==> src/rtl/irq_cap_pkg.sv <==
`timescale 1ns/1ps
package irq_cap_pkg;
  localparam int unsigned OFF_PEND   = 'h00;
  localparam int unsigned OFF_MASK   = 'h04;
  localparam int unsigned OFF_CFG0   = 'h1C;
  localparam int unsigned OFF_SWTRIG = 'h9C;
  localparam int unsigned CFG_STRIDE = 4;
  localparam int unsigned PRIO_LSB   = 2;

  typedef enum logic [2:0] {
    ACC_NONE,
    ACC_PEND,
    ACC_MASK,
    ACC_CFG,
    ACC_SWTRIG
  } acc_kind_e;
endpackage

==> src/rtl/irq_cap_sync.sv <==
`timescale 1ns/1ps
// Multi-stage synchroniser per request line with a history register for
// rising/falling transition detection in the clock domain.
module irq_cap_sync #(
  parameter int unsigned WIDTH  = 32,
  parameter int unsigned STAGES = 2
) (
  input  logic             clk,
  input  logic             rst,
  input  logic [WIDTH-1:0] async_i,
  output logic [WIDTH-1:0] lvl_o,
  output logic [WIDTH-1:0] rise_o,
  output logic [WIDTH-1:0] fall_o
);
  logic [WIDTH-1:0] stage_q [STAGES];
  logic [WIDTH-1:0] prev_q;

  always_ff @(posedge clk) begin
    if (rst) begin
      for (int s = 0; s < STAGES; s++) stage_q[s] <= '0;
      prev_q <= '0;
    end else begin
      stage_q[0] <= async_i;
      for (int s = 1; s < STAGES; s++) stage_q[s] <= stage_q[s-1];
      prev_q <= stage_q[STAGES-1];
    end
  end

  assign lvl_o  = stage_q[STAGES-1];
  assign rise_o = stage_q[STAGES-1] & ~prev_q;
  assign fall_o = ~stage_q[STAGES-1] & prev_q;
endmodule

==> src/rtl/irq_cap_cfg.sv <==
`timescale 1ns/1ps
// Mask vector and per-line configuration (priority, sensitivity, class).
module irq_cap_cfg
  import irq_cap_pkg::*;
#(
  parameter int unsigned NUM_LINES = 32,
  parameter int unsigned PRIO_W    = 5,
  parameter int unsigned DATA_W    = 32,
  localparam int unsigned LINE_W   = $clog2(NUM_LINES),
  localparam int unsigned CFG_W    = PRIO_W + PRIO_LSB
) (
  input  logic                        clk,
  input  logic                        rst,
  input  logic                        mask_we_i,
  input  logic [NUM_LINES-1:0]        mask_wdata_i,
  input  logic                        cfg_we_i,
  input  logic [LINE_W-1:0]           cfg_line_i,
  input  logic [CFG_W-1:0]            cfg_wdata_i,
  output logic [DATA_W-1:0]           cfg_rdata_o,
  output logic [NUM_LINES-1:0]        mask_o,
  output logic [NUM_LINES-1:0]        level_o,
  output logic [NUM_LINES-1:0]        fiq_o,
  output logic [NUM_LINES*PRIO_W-1:0] prio_o
);
  logic [NUM_LINES-1:0] mask_q, level_q, fiq_q;
  logic [PRIO_W-1:0]    prio_q [NUM_LINES];

  always_ff @(posedge clk) begin
    if (rst) begin
      mask_q  <= '1;
      level_q <= '0;
      fiq_q   <= '0;
      for (int i = 0; i < NUM_LINES; i++) prio_q[i] <= '0;
    end else begin
      if (mask_we_i) mask_q <= mask_wdata_i;
      for (int i = 0; i < NUM_LINES; i++) begin
        if (cfg_we_i && cfg_line_i == LINE_W'(i)) begin
          prio_q[i]  <= cfg_wdata_i[PRIO_LSB +: PRIO_W];
          level_q[i] <= cfg_wdata_i[1];
          fiq_q[i]   <= cfg_wdata_i[0];
        end
      end
    end
  end

  assign cfg_rdata_o = DATA_W'({prio_q[cfg_line_i], level_q[cfg_line_i], fiq_q[cfg_line_i]});

  generate
    for (genvar g = 0; g < NUM_LINES; g++) begin : g_prio
      assign prio_o[g*PRIO_W +: PRIO_W] = prio_q[g];
    end
  endgenerate

  assign mask_o  = mask_q;
  assign level_o = level_q;
  assign fiq_o   = fiq_q;
endmodule

==> src/rtl/irq_cap_pend.sv <==
`timescale 1ns/1ps
// Pending register: set by edge/level capture or software trigger,
// cleared by register write, arbiter clear or level release.
module irq_cap_pend #(
  parameter int unsigned NUM_LINES = 32,
  localparam int unsigned LINE_W   = $clog2(NUM_LINES)
) (
  input  logic                 clk,
  input  logic                 rst,
  input  logic [NUM_LINES-1:0] level_mode_i,
  input  logic [NUM_LINES-1:0] lvl_i,
  input  logic [NUM_LINES-1:0] rise_i,
  input  logic [NUM_LINES-1:0] fall_i,
  input  logic                 pend_we_i,
  input  logic [NUM_LINES-1:0] pend_wdata_i,
  input  logic                 sw_we_i,
  input  logic [NUM_LINES-1:0] sw_wdata_i,
  input  logic                 ack_valid_i,
  input  logic [LINE_W-1:0]    ack_line_i,
  output logic [NUM_LINES-1:0] pend_o,
  output logic                 new_set_o
);
  logic [NUM_LINES-1:0] pend_q, pend_d;
  logic [NUM_LINES-1:0] sw_set, set_vec, keep, ack_clr, rel_clr;
  logic                 found;

  always_comb begin
    sw_set = '0;
    found  = 1'b0;
    for (int i = 0; i < NUM_LINES; i++) begin
      if (sw_we_i && !found && sw_wdata_i[i]) begin
        sw_set[i] = 1'b1;
        found     = 1'b1;
      end
    end

    ack_clr = '0;
    for (int i = 0; i < NUM_LINES; i++) begin
      if (ack_valid_i && ack_line_i == LINE_W'(i) && !level_mode_i[i])
        ack_clr[i] = 1'b1;
    end

    set_vec = (rise_i & ~level_mode_i) | (lvl_i & level_mode_i) | sw_set;
    keep    = pend_we_i ? (pend_wdata_i | (lvl_i & level_mode_i)) : '1;
    rel_clr = fall_i & level_mode_i;
    pend_d  = (pend_q & keep & ~ack_clr & ~rel_clr) | set_vec;
  end

  always_ff @(posedge clk) begin
    if (rst) pend_q <= '0;
    else     pend_q <= pend_d;
  end

  assign pend_o    = pend_q;
  assign new_set_o = |(set_vec & ~pend_q);
endmodule

==> src/rtl/irq_cap_bank.sv <==
`timescale 1ns/1ps
module irq_cap_bank
  import irq_cap_pkg::*;
#(
  parameter int unsigned NUM_LINES   = 32,
  parameter int unsigned DATA_W      = 32,
  parameter int unsigned ADDR_W      = 8,
  parameter int unsigned PRIO_W      = 5,
  parameter int unsigned SYNC_STAGES = 2,
  localparam int unsigned LINE_W     = $clog2(NUM_LINES),
  localparam int unsigned CFG_W      = PRIO_W + PRIO_LSB,
  localparam int unsigned CFG_END    = OFF_CFG0 + CFG_STRIDE * NUM_LINES
) (
  input  logic                        clk,
  input  logic                        rst,
  input  logic [NUM_LINES-1:0]        irq_req_i,
  input  logic                        bus_wr_i,
  input  logic                        bus_rd_i,
  input  logic [ADDR_W-1:0]           bus_addr_i,
  input  logic [DATA_W-1:0]           bus_wdata_i,
  output logic [DATA_W-1:0]           bus_rdata_o,
  input  logic                        ack_valid_i,
  input  logic [LINE_W-1:0]           ack_line_i,
  output logic [NUM_LINES-1:0]        pend_o,
  output logic [NUM_LINES-1:0]        mask_o,
  output logic [NUM_LINES-1:0]        fiq_o,
  output logic [NUM_LINES*PRIO_W-1:0] prio_o,
  output logic                        reeval_o
);
  logic [31:0]          addr_w;
  acc_kind_e            acc;
  logic [LINE_W-1:0]    cfg_idx;
  logic [NUM_LINES-1:0] lvl, rise, fall, level_mode;
  logic [DATA_W-1:0]    cfg_rdata, rdata_q;
  logic                 mask_we, cfg_we, pend_we, sw_we, new_set, reeval_q;

  assign addr_w = {{(32-ADDR_W){1'b0}}, bus_addr_i};

  always_comb begin
    acc     = ACC_NONE;
    cfg_idx = '0;
    if (addr_w == OFF_PEND)        acc = ACC_PEND;
    else if (addr_w == OFF_MASK)   acc = ACC_MASK;
    else if (addr_w == OFF_SWTRIG) acc = ACC_SWTRIG;
    else if (addr_w >= OFF_CFG0 && addr_w < CFG_END && addr_w[1:0] == 2'b00) begin
      acc     = ACC_CFG;
      cfg_idx = LINE_W'((addr_w - OFF_CFG0) >> 2);
    end
  end

  assign pend_we = bus_wr_i && acc == ACC_PEND;
  assign mask_we = bus_wr_i && acc == ACC_MASK;
  assign cfg_we  = bus_wr_i && acc == ACC_CFG;
  assign sw_we   = bus_wr_i && acc == ACC_SWTRIG;

  irq_cap_sync #(.WIDTH(NUM_LINES), .STAGES(SYNC_STAGES)) u_sync (
    .clk    (clk),
    .rst    (rst),
    .async_i(irq_req_i),
    .lvl_o  (lvl),
    .rise_o (rise),
    .fall_o (fall)
  );

  irq_cap_cfg #(.NUM_LINES(NUM_LINES), .PRIO_W(PRIO_W), .DATA_W(DATA_W)) u_cfg (
    .clk         (clk),
    .rst         (rst),
    .mask_we_i   (mask_we),
    .mask_wdata_i(bus_wdata_i[NUM_LINES-1:0]),
    .cfg_we_i    (cfg_we),
    .cfg_line_i  (cfg_idx),
    .cfg_wdata_i (bus_wdata_i[CFG_W-1:0]),
    .cfg_rdata_o (cfg_rdata),
    .mask_o      (mask_o),
    .level_o     (level_mode),
    .fiq_o       (fiq_o),
    .prio_o      (prio_o)
  );

  irq_cap_pend #(.NUM_LINES(NUM_LINES)) u_pend (
    .clk         (clk),
    .rst         (rst),
    .level_mode_i(level_mode),
    .lvl_i       (lvl),
    .rise_i      (rise),
    .fall_i      (fall),
    .pend_we_i   (pend_we),
    .pend_wdata_i(bus_wdata_i[NUM_LINES-1:0]),
    .sw_we_i     (sw_we),
    .sw_wdata_i  (bus_wdata_i[NUM_LINES-1:0]),
    .ack_valid_i (ack_valid_i),
    .ack_line_i  (ack_line_i),
    .pend_o      (pend_o),
    .new_set_o   (new_set)
  );

  always_ff @(posedge clk) begin
    if (rst) begin
      rdata_q  <= '0;
      reeval_q <= 1'b0;
    end else begin
      reeval_q <= new_set | mask_we;
      if (bus_rd_i) begin
        case (acc)
          ACC_PEND: rdata_q <= DATA_W'(pend_o);
          ACC_MASK: rdata_q <= DATA_W'(mask_o);
          ACC_CFG:  rdata_q <= cfg_rdata;
          default:  rdata_q <= '0;
        endcase
      end
    end
  end

  assign bus_rdata_o = rdata_q;
  assign reeval_o    = reeval_q;
endmodule

==> config.mk <==
export PLATFORM = sky130hd
export DESIGN_NAME = irq_cap_bank
export DESIGN_NICKNAME = d
export VERILOG_FILES = /design/src/rtl/irq_cap_pkg.sv /design/src/rtl/irq_cap_sync.sv /design/src/rtl/irq_cap_cfg.sv /design/src/rtl/irq_cap_pend.sv /design/src/rtl/irq_cap_bank.sv
export SDC_FILE = /design/constraint.sdc
export NUM_CORES = 1
export LEC_CHECK = 0
export ABC_AREA = 1
export BUFFER_PORTS_ARGS = -buffer_cell sky130_fd_sc_hd__buf_2
export CAP_MARGIN = 40
export CELL_PAD_IN_SITES_DETAIL_PLACEMENT = 1
export CELL_PAD_IN_SITES_GLOBAL_PLACEMENT = 1
export CORE_MARGIN = 2
export CORE_UTILIZATION = 40
export DETAILED_ROUTE_END_ITERATION = 7
export GPL_TIMING_DRIVEN = 0
export HOLD_SLACK_MARGIN = 0.03
export PLACE_DENSITY_LB_ADDON = 0.12
export SLEW_MARGIN = 40
export SYNTH_ARGS = -nofsm -noshare
export SYNTH_HDL_FRONTEND = slang
export SYNTH_SLANG_ARGS = --single-unit
==> constraint.sdc <==
create_clock -name clk -period 3.5 [get_ports clk]
set_input_delay 0.35 -clock clk [delete_from_list [all_inputs] [get_ports clk]]
set_output_delay 0.35 -clock clk [all_outputs]
set_load 0.1 [all_outputs]
==> parameters.txt, run 1 <==
Parameter                              Value

Synth
  Synthesized flop and latch total ... roughly 420
  Unique cell type count in the Yosys netlist ... 46
  Dominant combinational cell family by area after synthesis ... simple AND/OR/NAND/NOR gates
  Area of the mapped netlist ... 0.01767 mm^2
  Simple-gate portion of the synthesized area ... a little under a fifth
  Complex-gate fraction of the synthesized area ... between 10% and 20%
  Warnings, synthesis ... 0
  Number of synthesized flops with an enable pin ... 160
  Area share of the largest cell type after synthesis ... between 20% and 30%
  Post-synthesis cell type with the largest combined area ... sky130_fd_sc_hd__dfxtp_1
  Avg Inst Size Synth ... ~8.6 um^2
  Async set-reset flop share out of synthesis ... 0%
  Fraction of synthesized cell area in xor and xnor cells ... less than 1%
  Post-Synth Adder-Cell Area ... 0.2124%
  Fraction of the yosys area taken by sequential cells ... approximately 56%
  Multiplexer share of the synthesized area ... 0%
  Most used flip-flop cell after synthesis ... sky130_fd_sc_hd__dfxtp_1
  Biggest area contributors in the synthesized netlist ... sky130_fd_sc_hd__dfxtp_1 29%, sky130_fd_sc_hd__edfxtp_1 27%, sky130_fd_sc_hd__nand2_1 6.4%
  Synthesized Nets ... around 2100
  Number of instances in the synthesized netlist ... 2060

Clocking
  Clock transition at the registers of the reported paths ... about 60 ps
  TritonCTS buffer count ... 47
  TritonCTS clock tree ... done
  Insertion delay of the later-clocked pin in the worst-skew pair ... 610 ps
  Clk sink count ... around 420
  Bufs on Longest Clock Path ... 3
  Clock Tree Root ... sky130_fd_sc_hd__clkbuf_16
  Maximum level of the CTS H-tree ... 2

Timing
  Normalized max-slew margin ... a little under two fifths
  Final critical-path share of the clock period ... 101.3%
  Slew Viols, Final ... 0
  Final hold violation count ... 0
  Fmax achieved ... 281.9 MHz
  Unrepaired setup endpoints after global routing ... yes
  Worst clock skew on the final layout ... ~24 ps
  Worst hold margin ... about 90 ps
  Post-route minimum period ... about 3500 ps
  Setup violations, final ... 1
  Slack of the critical path ... -47.07 ps
  Transition time at the pin with the least slew margin ... 930.4 ps

Critical path
  Path type of the worst setup path ... primary input to flip-flop
  Critical path peak fanout ... 10
  Data arrival time of the critical path ... roughly 4000 ps
  Req. time, crit path ... around 3900 ps
  Setup crit end kind ... flip-flop
  Crit path launch type ... primary input

Routing
  Post-detailed-route via-to-cell ratio ... ~5.7
  Detailed router's first-iteration violation count ... roughly 1400
  Routed WL ... 85230 um
  DRC ... 0
  1st-pass router iterations ... 5
  Post-route antenna net violation count ... 0
  Detailed-route via count ... 18090
  Wirelength per Cell ... between 20 and 30 um

Floorplan
  Initial standard-cell utilization of the core ... approximately two fifths
  Core box area ... about 0.044 mm^2
  DIE AREA ... 0.04588 mm^2
  Height of the chip ... between 200 and 250 um
  Count of boundary I/O pins ... approximately 370
  Die Wd ... 214.2 um
  Std-Cell Rows ... 77

Finish
  Fraction of final layout cells sized beyond drive strength 1 ... 22.00%
  Layout-stage area growth over the synthesis result ... 27.51%
  Final core utilization ... 51.29%
  Final net count ... about 2600
  Commonest non-fill, non-tap cell in the layout ... sky130_fd_sc_hd__buf_2
  # fillers ... approximately 5400
  Most frequent cells in the layout ... 368 x sky130_fd_sc_hd__buf_2, 292 x sky130_fd_sc_hd__nand2_1, 281 x sky130_fd_sc_hd__inv_1, 260 x sky130_fd_sc_hd__nor2_1, 257 x sky130_fd_sc_hd__dfxtp_1

Pwr
  LEAKAGE ... approximately 9.4 nW
  Power per unit of standard cell area ... ~550 mW/mm^2
  Maximum ir drop on the vdd rail ... roughly 400 uV

Status
  Violations in the final reports ... negative setup slack
  Run status ... finished, violations left

Place
  Final weighted congestion of routability-driven global placement ... roughly 0.95
  Worst setup slack before clock tree synthesis ... -1418 ps
  Half-perimeter wire length of the detailed placement result ... about 64000 um
  Port Buffer Count ... roughly 370

GRT
  Antenna violations before repair ... 6
  Overflow left after global routing ... 0
  Largest net degree at the start of global routing ... 16
  Total routing resource utilization after global routing ... a little over a third
  Number of global-route vias before repair ... between 15000 and 20000
  First-pass GRT wire length ... 120600 um

Run
  Number of maximum-capacitance constraint violations ... 0

Min path
  Worst hold-check path type ... primary input to flip-flop
[Yosys cell counts, drive strengths merged (18+ instances only)]
| cell | instances |
|---|---|
| a21oi | 84 |
| inv | 286 |
| nand3 | 145 |
| buf | 18 |
| dfxtp | 257 |
| o211ai | 55 |
| clkbuf | 87 |
| nand2 | 303 |
| o22ai | 119 |
| nand4 | 19 |
| o21ai | 137 |
| edfxtp | 160 |
| a31oi | 25 |
| nor2 | 293 |
[worst max-delay path, cell delays in order]
cell,delay [ps]
sky130_fd_sc_hd__buf_12,110
sky130_fd_sc_hd__ha_4,160
sky130_fd_sc_hd__nand2_2,60
sky130_fd_sc_hd__inv_2,50
sky130_fd_sc_hd__nor2_1,120
sky130_fd_sc_hd__inv_1,90
sky130_fd_sc_hd__nor2_1,190
sky130_fd_sc_hd__o21a_1,160
sky130_fd_sc_hd__nand2_2,150
sky130_fd_sc_hd__inv_1,210
sky130_fd_sc_hd__nand2_1,120
sky130_fd_sc_hd__nor2_1,260
sky130_fd_sc_hd__buf_1,660
sky130_fd_sc_hd__o21ai_0,350
sky130_fd_sc_hd__nand4_1,260
sky130_fd_sc_hd__nor2_1,130
sky130_fd_sc_hd__o31ai_4,420
sky130_fd_sc_hd__a21oi_1,120
[routing by layer]
layer	vias to the layer above	track usage, %	part of all wire, %
met3	201	10.70	9.8
met5	-	0	0.046
met4	6	15.67	4.3
li1	7933	-	-
met1	9012	44.77	40
met2	942	57.78	46
[cell type report]
| type | count | area (um^2) | area share, % |
|---|---|---|---|
| diodes | 1 | 2.502 | 0.01111 |
| plain buffers | 105 | 504.2 | 2.238 |
| clock buffers | 64 | 1353 | 6.003 |
| clock inverters | 24 | 190.2 | 0.8440 |
| inverters | 291 | 1092 | 4.848 |
| multi-input cells | 1247 | 6452 | 28.64 |
| flip-flops and latches | 417 | 9950 | 44.16 |
| well taps | 592 | 740.7 | 3.287 |
| repair buffers | 407 | 2248 | 9.978 |
[final timing paths]
check | start | endpoint | slack, ps | cells past startpoint
worst min register to register | u_sync.stage_q[0][15]$_SDFF_PP0_ | u_sync.stage_q[0][47]$_SDFF_PP0_ | 400 | 2
worst max register to register | u_cfg.level_o[0]$_SDFFE_PP0P_ | reeval_o$_SDFF_PP0_ | 190 | 24
worst min-delay path | bus_wdata_i[21] | u_cfg.mask_o[21]$_SDFFE_PP1P_ | 90 | 3
worst max-delay path | bus_addr_i[2] | bus_rdata_o[6]$_SDFFE_PP0P_ | -50 | 18
[through the flow]
step	setup TNS, ps	cells	total power [mW]	instance area, um^2
after floorplan	0	2060	6.898	17670
after global placement	-240120	3019	7.420	20250
after detailed placement	-252750	3019	7.449	20280
after CTS	-5.890	3140	12.42	22320
after global routing	-164.9	3148	12.74	22530
final	-47.07	3148	12.46	22530
[sequential cells by signal (all words and copies together) (netlist names)]
register,cells
u_cfg.prio_q,160
u_sync.stage_q,64
bus_rdata_o,32
u_cfg.fiq_o,32
u_cfg.level_o,32
u_cfg.mask_o,32
u_pend.pend_o,32
u_sync.prev_q,32
reeval_o,1
[repair_timing]
| action | CTS | global route |
|---|---|---|
| buffers inserted | 0 | 6 |
| endpoints found under the hold margin | 33 | 0 |
| resized for setup | 61 | 54 |
| setup endpoints to repair | 224 | 148 |
| pin swaps | 1 | 26 |
| hold buffers | 33 | 0 |
[power breakdown]
group	switching (mW)	total, mW	internal (mW)
combinational	1.74	2.07	0.331
sequential	0.138	5.38	5.24
clock	2.15	5.01	2.86
[cell families (layout without fill, tap and decap cells)]
group                      Yosys count  after routing
buffers and inverters              396            891
xor gates and xnor gates             1              1
and+or+nand+nor                    771            771
adders and majority gates            3              3
AOI/OAI and AO/OA                  472            472
DFF                                417            417
other                                0              1
Note: power is estimated with default switching activity, not from simulation.
==> inputs of run 2 (changes only) <==
--- a/config.mk
+++ b/config.mk
@@ -12,6 +12,7 @@
 export CELL_PAD_IN_SITES_GLOBAL_PLACEMENT = 1
 export CORE_MARGIN = 2
 export CORE_UTILIZATION = 40
+export CTS_BUF_LIST = sky130_fd_sc_hd__clkbuf_2
 export DETAILED_ROUTE_END_ITERATION = 7
 export GPL_TIMING_DRIVEN = 0
 export HOLD_SLACK_MARGIN = 0.03
==> parameters.txt, run 2 (synthesis results as in run 1) <==
Parameter                              Value

Timing
  Slew Viols, Final ... 0 (unchanged)
  Final critical-path share of the clock period ... 101.2% (-0.12 points)
  Final hold violation count ... 0 (unchanged)
  Transition time at the pin with the least slew margin ... 960.0 ps (+29.62 ps)
  Post-route minimum period ... 3543 ps (-4.256 ps)
  Unrepaired setup endpoints after global routing ... no
  Fmax achieved ... 282.3 MHz (+0.12%)
  Slack of the critical path ... -42.82 ps (+4.256 ps)
  Setup violations, final ... 1 (unchanged)
  Worst clock skew on the final layout ... 79.95 ps (+55.54 ps)
  Normalized max-slew margin ... 36.00% (-2.0 points)

Critical path
  Data arrival time of the critical path ... 4560 ps (+570 ps)
  End of the worst register-to-register path ... reeval_o$_SDFF_PP0_
  FF-to-FF Start ... u_cfg.level_o[0]$_SDFFE_PP0P_
  FF-to-FF path depth ... 24 (unchanged)
  Critical path peak fanout ... 10 (unchanged)
  Setup crit end kind ... flip-flop
  Worst reg-to-reg setup slack ... 160 ps (-30 ps)
  Path type of the worst setup path ... primary input to flip-flop
  Req. time, crit path ... 4520 ps (+580 ps)
  Crit path launch type ... primary input

Floorplan
  Die Wd ... 214.2 um (unchanged)
  Std-Cell Rows ... 77 (unchanged)
  Initial standard-cell utilization of the core ... 40.23% (unchanged)
  Core box area ... 0.04393 mm^2 (unchanged)
  DIE AREA ... 0.04588 mm^2 (unchanged)
  Count of boundary I/O pins ... 371 (unchanged)
  Height of the chip ... 214.2 um (unchanged)

Run
  Number of maximum-capacitance constraint violations ... 0 (unchanged)

Routing
  1st-pass router iterations ... 5 (unchanged)
  Routed WL ... 87340 um (+2.5%)
  Wirelength per Cell ... 25.96 um (-4.1%)
  DRC ... 0 (unchanged)
  Detailed router's first-iteration violation count ... 1679 (+16%)
  Post-route antenna net violation count ... 0 (unchanged)
  Detailed-route via count ... 18960 (+4.8%)
  Post-detailed-route via-to-cell ratio ... 5.635 (-2.0%)

Place
  Cell area after placement ... 0.02028 mm^2 (unchanged)
  Half-perimeter wire length of the detailed placement result ... 64430 um (unchanged)
  Final weighted congestion of routability-driven global placement ... 0.9488 (unchanged)
  Worst setup slack before clock tree synthesis ... -1418 ps (unchanged)
  Port Buffer Count ... 367 (unchanged)

Pwr
  Power per unit of standard cell area ... 495.4 mW/mm^2 (-10%)
  Maximum ir drop on the vdd rail ... 336.2 uV (-14%)
  LEAKAGE ... 9.778 nW (+4.4%)
  Overall power consumption ... 11.29 mW (-9.4%)

Clocking
  Clock Tree Root ... sky130_fd_sc_hd__clkbuf_2
  TritonCTS clock tree ... done
  Bufs on Longest Clock Path ... 3 (unchanged)
  Clk sink count ... 417 (unchanged)
  Clock transition at the registers of the reported paths ... 110 ps (+50 ps)
  Insertion delay of the later-clocked pin in the worst-skew pair ... 1190 ps (+580 ps)
  TritonCTS buffer count ... 112 (+140%)
  Maximum level of the CTS H-tree ... 3 (+1)

GRT
  Global routing's busiest layer ... met2
  Met1 Resource Use GR ... 46.52% (+1.8 points)
  Met2 Use GR ... 60.15% (+2.4 points)
  Antenna violations before repair ... 6 (unchanged)
  Largest net degree at the start of global routing ... 16 (unchanged)
  First-pass GRT wire length ... 125000 um (+3.7%)
  Overflow left after global routing ... 0 (unchanged)
  Met3 GRT Util ... 10.40% (-0.30 points)
  Total routing resource utilization after global routing ... 36.95% (+1.0 points)
  Number of global-route vias before repair ... 19310 (+5.2%)

Finish
  Layout-stage area growth over the synthesis result ... 28.94%
  Post-Layout Inst Area ... 0.02279 mm^2 (+1.1%)
  Flip-flop count of the largest register, all copies and words added ... 160 (unchanged)
  Largest registers ranked by flip-flop count ... u_cfg.prio_q (160), u_sync.stage_q (64)
  Fraction of final layout cells sized beyond drive strength 1 ... 23.11% (+1.1 points)
  Commonest non-fill, non-tap cell in the layout ... sky130_fd_sc_hd__buf_2
  Register with the most flip-flops ... u_cfg.prio_q
  # fillers ... 5552 (+3.0%)
  Final net count ... 2759 (+6.1%)
  Most frequent cells in the layout ... 371 x sky130_fd_sc_hd__buf_2, 298 x sky130_fd_sc_hd__nand2_1, 282 x sky130_fd_sc_hd__inv_1, 273 x sky130_fd_sc_hd__nor2_1, 257 x sky130_fd_sc_hd__dfxtp_1

Min path
  Hold path startpoint ... bus_wdata_i[22]
  Hold depth ... 4 (+1)
  Worst Hold Path EP ... u_cfg.mask_o[22]$_SDFFE_PP1P_
  Worst hold-check path type ... primary input to flip-flop

Status
  Violations in the final reports ... negative setup slack
  Run status ... finished, violations left
-- run 2: cell count changes in the layout (fill, tap and decap cells not counted), moves of 8 or more --
cell                            previous run  this run
sky130_fd_sc_hd__clkinv_1                  8        24
sky130_fd_sc_hd__clkbuf_16                48         0
sky130_fd_sc_hd__nor2_1                  260       273
sky130_fd_sc_hd__clkbuf_8                 10         0
sky130_fd_sc_hd__clkbuf_2                 15       207
sky130_fd_sc_hd__clkinv_2                 13         3
sky130_fd_sc_hd__clkbuf_4                 12         0
sky130_fd_sc_hd__nor2_2                   20        12
sky130_fd_sc_hd__dlygate4sd3_1            33       124
-- run 2: final cells by class --
cell class | instances | area [um^2] | share of cell area, %
flip-flops and latches | 417 | 9950 | 43.66
multi-input cells | 1247 | 6305 | 27.67
repair buffers | 500 | 3146 | 13.80
inverters | 291 | 1095 | 4.805
clock buffers | 181 | 905.9 | 3.975
well taps | 592 | 740.7 | 3.251
plain buffers | 105 | 446.7 | 1.960
clock inverters | 28 | 191.4 | 0.8401
diodes | 3 | 7.507 | 0.03295
-- run 2: metal layers --
layer	up-vias	routed length (um)
met5	-	27
met4	4	3386
met3	201	8313
met2	994	40660
met1	9456	34950
li1	8301	-
-- run 2: stage by stage --
stage          setup TNS [ps]  cells  hold WS (ps)  utilization [%]
3_5_place_dp          -252750   3019         394.5            46.17
5_1_grt                     0   3364         20.82            51.87
3_3_place_gp          -240120   3019         391.1            46.09
4_1_cts                     0   3353         31.85            51.55
6_report               -42.82   3364         84.22            51.87
2_1_floorplan               0   2060         388.3                -
-- run 2: what timing repair did --
item / CTS / global route
buffers inserted: 0 / 9
hold buffers: 125 / 0
endpoints found under the hold margin: 223 / 0
endpoints found under the setup margin: 24 / 43
pin swaps: 0 / 12
resized for setup: 7 / 27
-- run 2: worst max path at each step --
stage,from,endpoint,cells past startpoint
4_1_cts,bus_addr_i[2],u_cfg.prio_q[10][4]$_SDFFCE_PN0P_,18
3_5_place_dp,bus_addr_i[2],bus_rdata_o[5]$_SDFFE_PP0P_,21
3_3_place_gp,bus_addr_i[2],bus_rdata_o[6]$_SDFFE_PP0P_,21
5_1_grt,u_cfg.level_o[1]$_SDFFE_PP0P_,reeval_o$_SDFF_PP0_,24
2_1_floorplan,bus_addr_i[2],reeval_o$_SDFF_PP0_,24
6_report,bus_addr_i[2],bus_rdata_o[2]$_SDFFE_PP0P_,21
-- run 2: power breakdown --
| group | switching, mW | internal [mW] |
|---|---|---|
| Combinational | 1.75 | 0.373 |
| Clock | 2.22 | 1.58 |
| Sequential | 0.137 | 5.23 |
| Total | 4.10 | 7.18 |
-- run 2: critical path, stage by stage --
cell and delay (ps):
sky130_fd_sc_hd__buf_2 140, sky130_fd_sc_hd__ha_1 220, sky130_fd_sc_hd__nand2_1 70, sky130_fd_sc_hd__inv_2 50
sky130_fd_sc_hd__nor2_1 80, sky130_fd_sc_hd__inv_1 60, sky130_fd_sc_hd__nor2_1 170, sky130_fd_sc_hd__o21a_1 130
sky130_fd_sc_hd__nand2_1 180, sky130_fd_sc_hd__nor2_1 200, sky130_fd_sc_hd__inv_1 100, sky130_fd_sc_hd__nor2_2 420
sky130_fd_sc_hd__inv_1 110, sky130_fd_sc_hd__clkbuf_2 290, sky130_fd_sc_hd__clkdlybuf4s15_2 490, sky130_fd_sc_hd__o22ai_1 240
sky130_fd_sc_hd__o21ai_0 210, sky130_fd_sc_hd__nand3_1 300, sky130_fd_sc_hd__o211ai_1 170, sky130_fd_sc_hd__o21ai_0 410
sky130_fd_sc_hd__a21oi_1 130
==> inputs of run 3 (changes only) <==
--- a/config.mk
+++ b/config.mk
@@ -20,4 +20,5 @@
 export SLEW_MARGIN = 40
 export SYNTH_ARGS = -nofsm -noshare
 export SYNTH_HDL_FRONTEND = slang
+export SYNTH_HIERARCHICAL = 1
 export SYNTH_SLANG_ARGS = --single-unit
==> parameters.txt, run 3 <==
Parameter                              Value

Status
  Run status ... completed

Timing
  Worst clock skew on the final layout ... 88.69 ps (+8.737 ps)
  Final critical-path share of the clock period ... 99.10% (-2.1 points)
  Setup violations, final ... 0 (-1)
  Final hold violation count ... 0 (unchanged)
  Normalized max-slew margin ... 38.54% (+2.5 points)
  Slew Viols, Final ... 0 (unchanged)
  Worst hold margin ... 139.8 ps (+55.58 ps)
  Transition time at the pin with the least slew margin ... 921.9 ps (-38.11 ps)
  Fmax achieved ... 288.3 MHz (+2.1%)
  Post-route minimum period ... 3469 ps (-74.19 ps)
  Unrepaired setup endpoints after global routing ... yes

Critical path
  Crit path launch type ... primary input
  Critical path peak fanout ... 10 (unchanged)
  Slowest stage delay, CP ... 570 ps (+80 ps)
  Data arrival time of the critical path ... 4430 ps (-130 ps)
  Req. time, crit path ... 4460 ps (-60 ps)
  FF-to-FF Start ... u_sync/stage_q[0][33]$_SDFF_PP0_
  CP Launch Point ... bus_addr_i[5]
  Setup crit end kind ... flip-flop
  Cell type of the slowest stage on the worst timing path ... sky130_fd_sc_hd__nor4_4
  Most common cell type on the critical path ... sky130_fd_sc_hd__nand2_1
  Path type of the worst setup path ... primary input to flip-flop

Place
  Number of placed instances, taps included ... 3783 (+25%)
  Half-perimeter wire length of the detailed placement result ... 70710 um (+9.8%)
  Final weighted congestion of routability-driven global placement ... 0.9690 (+2.1%)
  Port Buffer Count ... 369 (+0.54%)
  Cell area after placement ... 0.02315 mm^2 (+14%)

GRT
  First-pass GRT wire length ... 143900 um (+15%)
  Number of global-route vias before repair ... 22900 (+19%)
  Total routing resource utilization after global routing ... 36.74% (-0.20 points)
  Largest net degree at the start of global routing ... 15 (-1)
  Antenna violations before repair ... 10 (+4)
  Overflow left after global routing ... 0 (unchanged)

Clocking
  TritonCTS clock tree ... done
  Insertion delay of the later-clocked pin in the worst-skew pair ... 1160 ps (-30 ps)
  Clock Tree Root ... sky130_fd_sc_hd__clkbuf_2
  Bufs on Longest Clock Path ... 3 (unchanged)
  Clk sink count ... 417 (unchanged)
  Clock transition at the registers of the reported paths ... 100 ps (about the same)
  Maximum level of the CTS H-tree ... 3 (unchanged)
  TritonCTS buffer count ... 109 (-2.7%)

Synth
  Synthesized flop and latch total ... 417 (unchanged)
  Area share of the largest cell type after synthesis ... 25.27% (-3.8 points)
  Avg Inst Size Synth ... 7.492 um^2 (-13%)
  Number of synthesized flops with an enable pin ... 160 (unchanged)
  Leading post-synthesis cells by instance count ... 822 x sky130_fd_sc_hd__nand2_1, 344 x sky130_fd_sc_hd__nor2_1, 300 x sky130_fd_sc_hd__inv_1
  Warnings, synthesis ... 6 (+6)
  Most numerous cell in the Yosys netlist ... sky130_fd_sc_hd__nand2_1
  Area of the mapped netlist ... 0.02036 mm^2 (+15%)
  Post-synthesis cell type with the largest combined area ... sky130_fd_sc_hd__dfxtp_1
  Number of instances in the synthesized netlist ... 2718 (+32%)
  Unique cell type count in the Yosys netlist ... 49 (+6.5%)
  Fraction of the yosys area taken by sequential cells ... 48.86% (-7.4 points)
  Async set-reset flop share out of synthesis ... 0% (unchanged)
  Biggest area contributors in the synthesized netlist ... sky130_fd_sc_hd__dfxtp_1 25%, sky130_fd_sc_hd__edfxtp_1 24%, sky130_fd_sc_hd__nand2_1 15%
  Most used flip-flop cell after synthesis ... sky130_fd_sc_hd__dfxtp_1

Finish
  Final net count ... 3502 (+27%)
  Flip-flop count of the largest register, all copies and words added ... 160 (unchanged)
  Commonest non-fill, non-tap cell in the layout ... sky130_fd_sc_hd__nand2_1
  Register with the most flip-flops ... u_cfg/prio_q
  Total area of sequential cells ... 0.009951 mm^2 (about the same)
  Footprint of the multi-input gates ... 0.008253 mm^2 (+31%)
  # fillers ... 6495 (+17%)
  Number of standard cells in the final layout excluding fillers ... 4170 (+24%)
  Most frequent cells in the layout ... 821 x sky130_fd_sc_hd__nand2_1, 417 x sky130_fd_sc_hd__buf_2, 337 x sky130_fd_sc_hd__nor2_1, 300 x sky130_fd_sc_hd__inv_1, 256 x sky130_fd_sc_hd__dfxtp_1
  Fraction of final layout cells sized beyond drive strength 1 ... 21.96% (-1.2 points)
  Post-Layout Inst Area ... 0.02611 mm^2 (+15%)
  Largest registers ranked by flip-flop count ... u_cfg/prio_q (160), u_sync/stage_q (64)
  Layout-stage area growth over the synthesis result ... 28.20%

Floorplan
  Count of boundary I/O pins ... 371 (unchanged)
  Core box area ... 0.05017 mm^2 (+14%)
  Height of the chip ... 229.6 um (+7.2%)
  Std-Cell Rows ... 82 (+6.5%)
  Initial standard-cell utilization of the core ... 40.59% (+0.36 points)
  DIE AREA ... 0.05273 mm^2 (+15%)
  Die Wd ... 229.6 um (+7.2%)

Pwr
  Power per unit of standard cell area ... 432.1 mW/mm^2 (-13%)
  Maximum ir drop on the vdd rail ... 243.5 uV (-28%)
  LEAKAGE ... 12.28 nW (+26%)

Routing
  Post-detailed-route via-to-cell ratio ... 5.391 (-4.3%)
  1st-pass router iterations ... 5 (unchanged)
  DRC ... 0 (unchanged)
  Detailed router's first-iteration violation count ... 2004 (+19%)
  Post-route antenna net violation count ... 0 (unchanged)
  Routed WL ... 99920 um (+14%)
  Wirelength per Cell ... 23.96 um (-7.7%)
  Detailed-route via count ... 22480 (+19%)

Min path
  Hold path startpoint ... bus_wdata_i[27]
  Worst hold-check path type ... primary input to flip-flop

Run
  Number of maximum-capacitance constraint violations ... 0 (unchanged)
-- run 3: final timing paths --
check	endpoint	slack, ps	depth (start not counted)
min reg2reg	u_sync/stage_q[0][42]$_SDFF_PP0_	410	2
max	reeval_o$_SDFF_PP0_	30	30
max reg2reg	reeval_o$_SDFF_PP0_	170	23
min	u_cfg/mask_o[27]$_SDFFE_PP1P_	140	4
-- run 3: stage by stage --
stage	setup TNS [ps]	utilization (%)	setup slack (ps)	total power, mW
4_1_cts	0	51.85	66.48	11.18
3_5_place_dp	-39860	46.15	-1119	7.717
2_1_floorplan	0	-	155.4	7.093
6_report	0	52.04	31.37	11.28
5_1_grt	-137.5	52.04	-135.3	11.68
3_3_place_gp	-102630	46.12	-1547	7.677
-- run 3: cells by family (layout without fill, tap and decap cells) --
logic type	count (synthesis)	in the layout	share of synthesized area, %
XOR/XNOR	1	1	0.04302
multiplexers	8	8	0.3994
flip-flops	417	417	48.86
AND/OR/NAND/NOR	1549	1549	32.47
adder cells (fa/ha/maj)	3	3	0.1844
AO/OA/AOI/OAI	235	235	6.611
other	1	30	0.01842
buffers and inverters	504	1255	11.42
-- run 3: critical path: cells and delay by family --
family | cells | cell delay, ps
buf+inv | 5 | 700
compound gates | 3 | 550
simple gates | 22 | 2770
-- run 3: layer usage --
layer	up-vias	part of all wire [%]	global-route usage (%)
met5	-	0.023	0
met3	287	9.0	7.258
met1	10960	41	48.18
met4	4	4.7	17.00
li1	10040	-	-
met2	1189	45	58.38
-- run 3: what timing repair did --
action	4_1_cts	5_1_grt
setup endpoints to repair	0	53
buffers inserted	0	2
hold buffers	194	1
gates resized for setup	0	23
endpoints found under the hold margin	258	1
-- run 3: report_power, final --
group          total (mW)  leakage [nW]  internal, mW  switching, mW
Sequential           5.42          3.62          5.24          0.186
Clock                3.43         0.737          1.24           2.19
Combinational        2.43          7.92         0.491           1.94
-- run 3: area by class of cell --
type	count	share of cell area (%)
diodes	5	0.04793
plain buffers	183	4.294
clock buffers	165	3.163
clock inverters	22	0.3499
inverters	320	4.625
multi-input cells	1821	31.61
flip-flops and latches	417	38.12
well taps	672	3.221
repair buffers	565	14.57
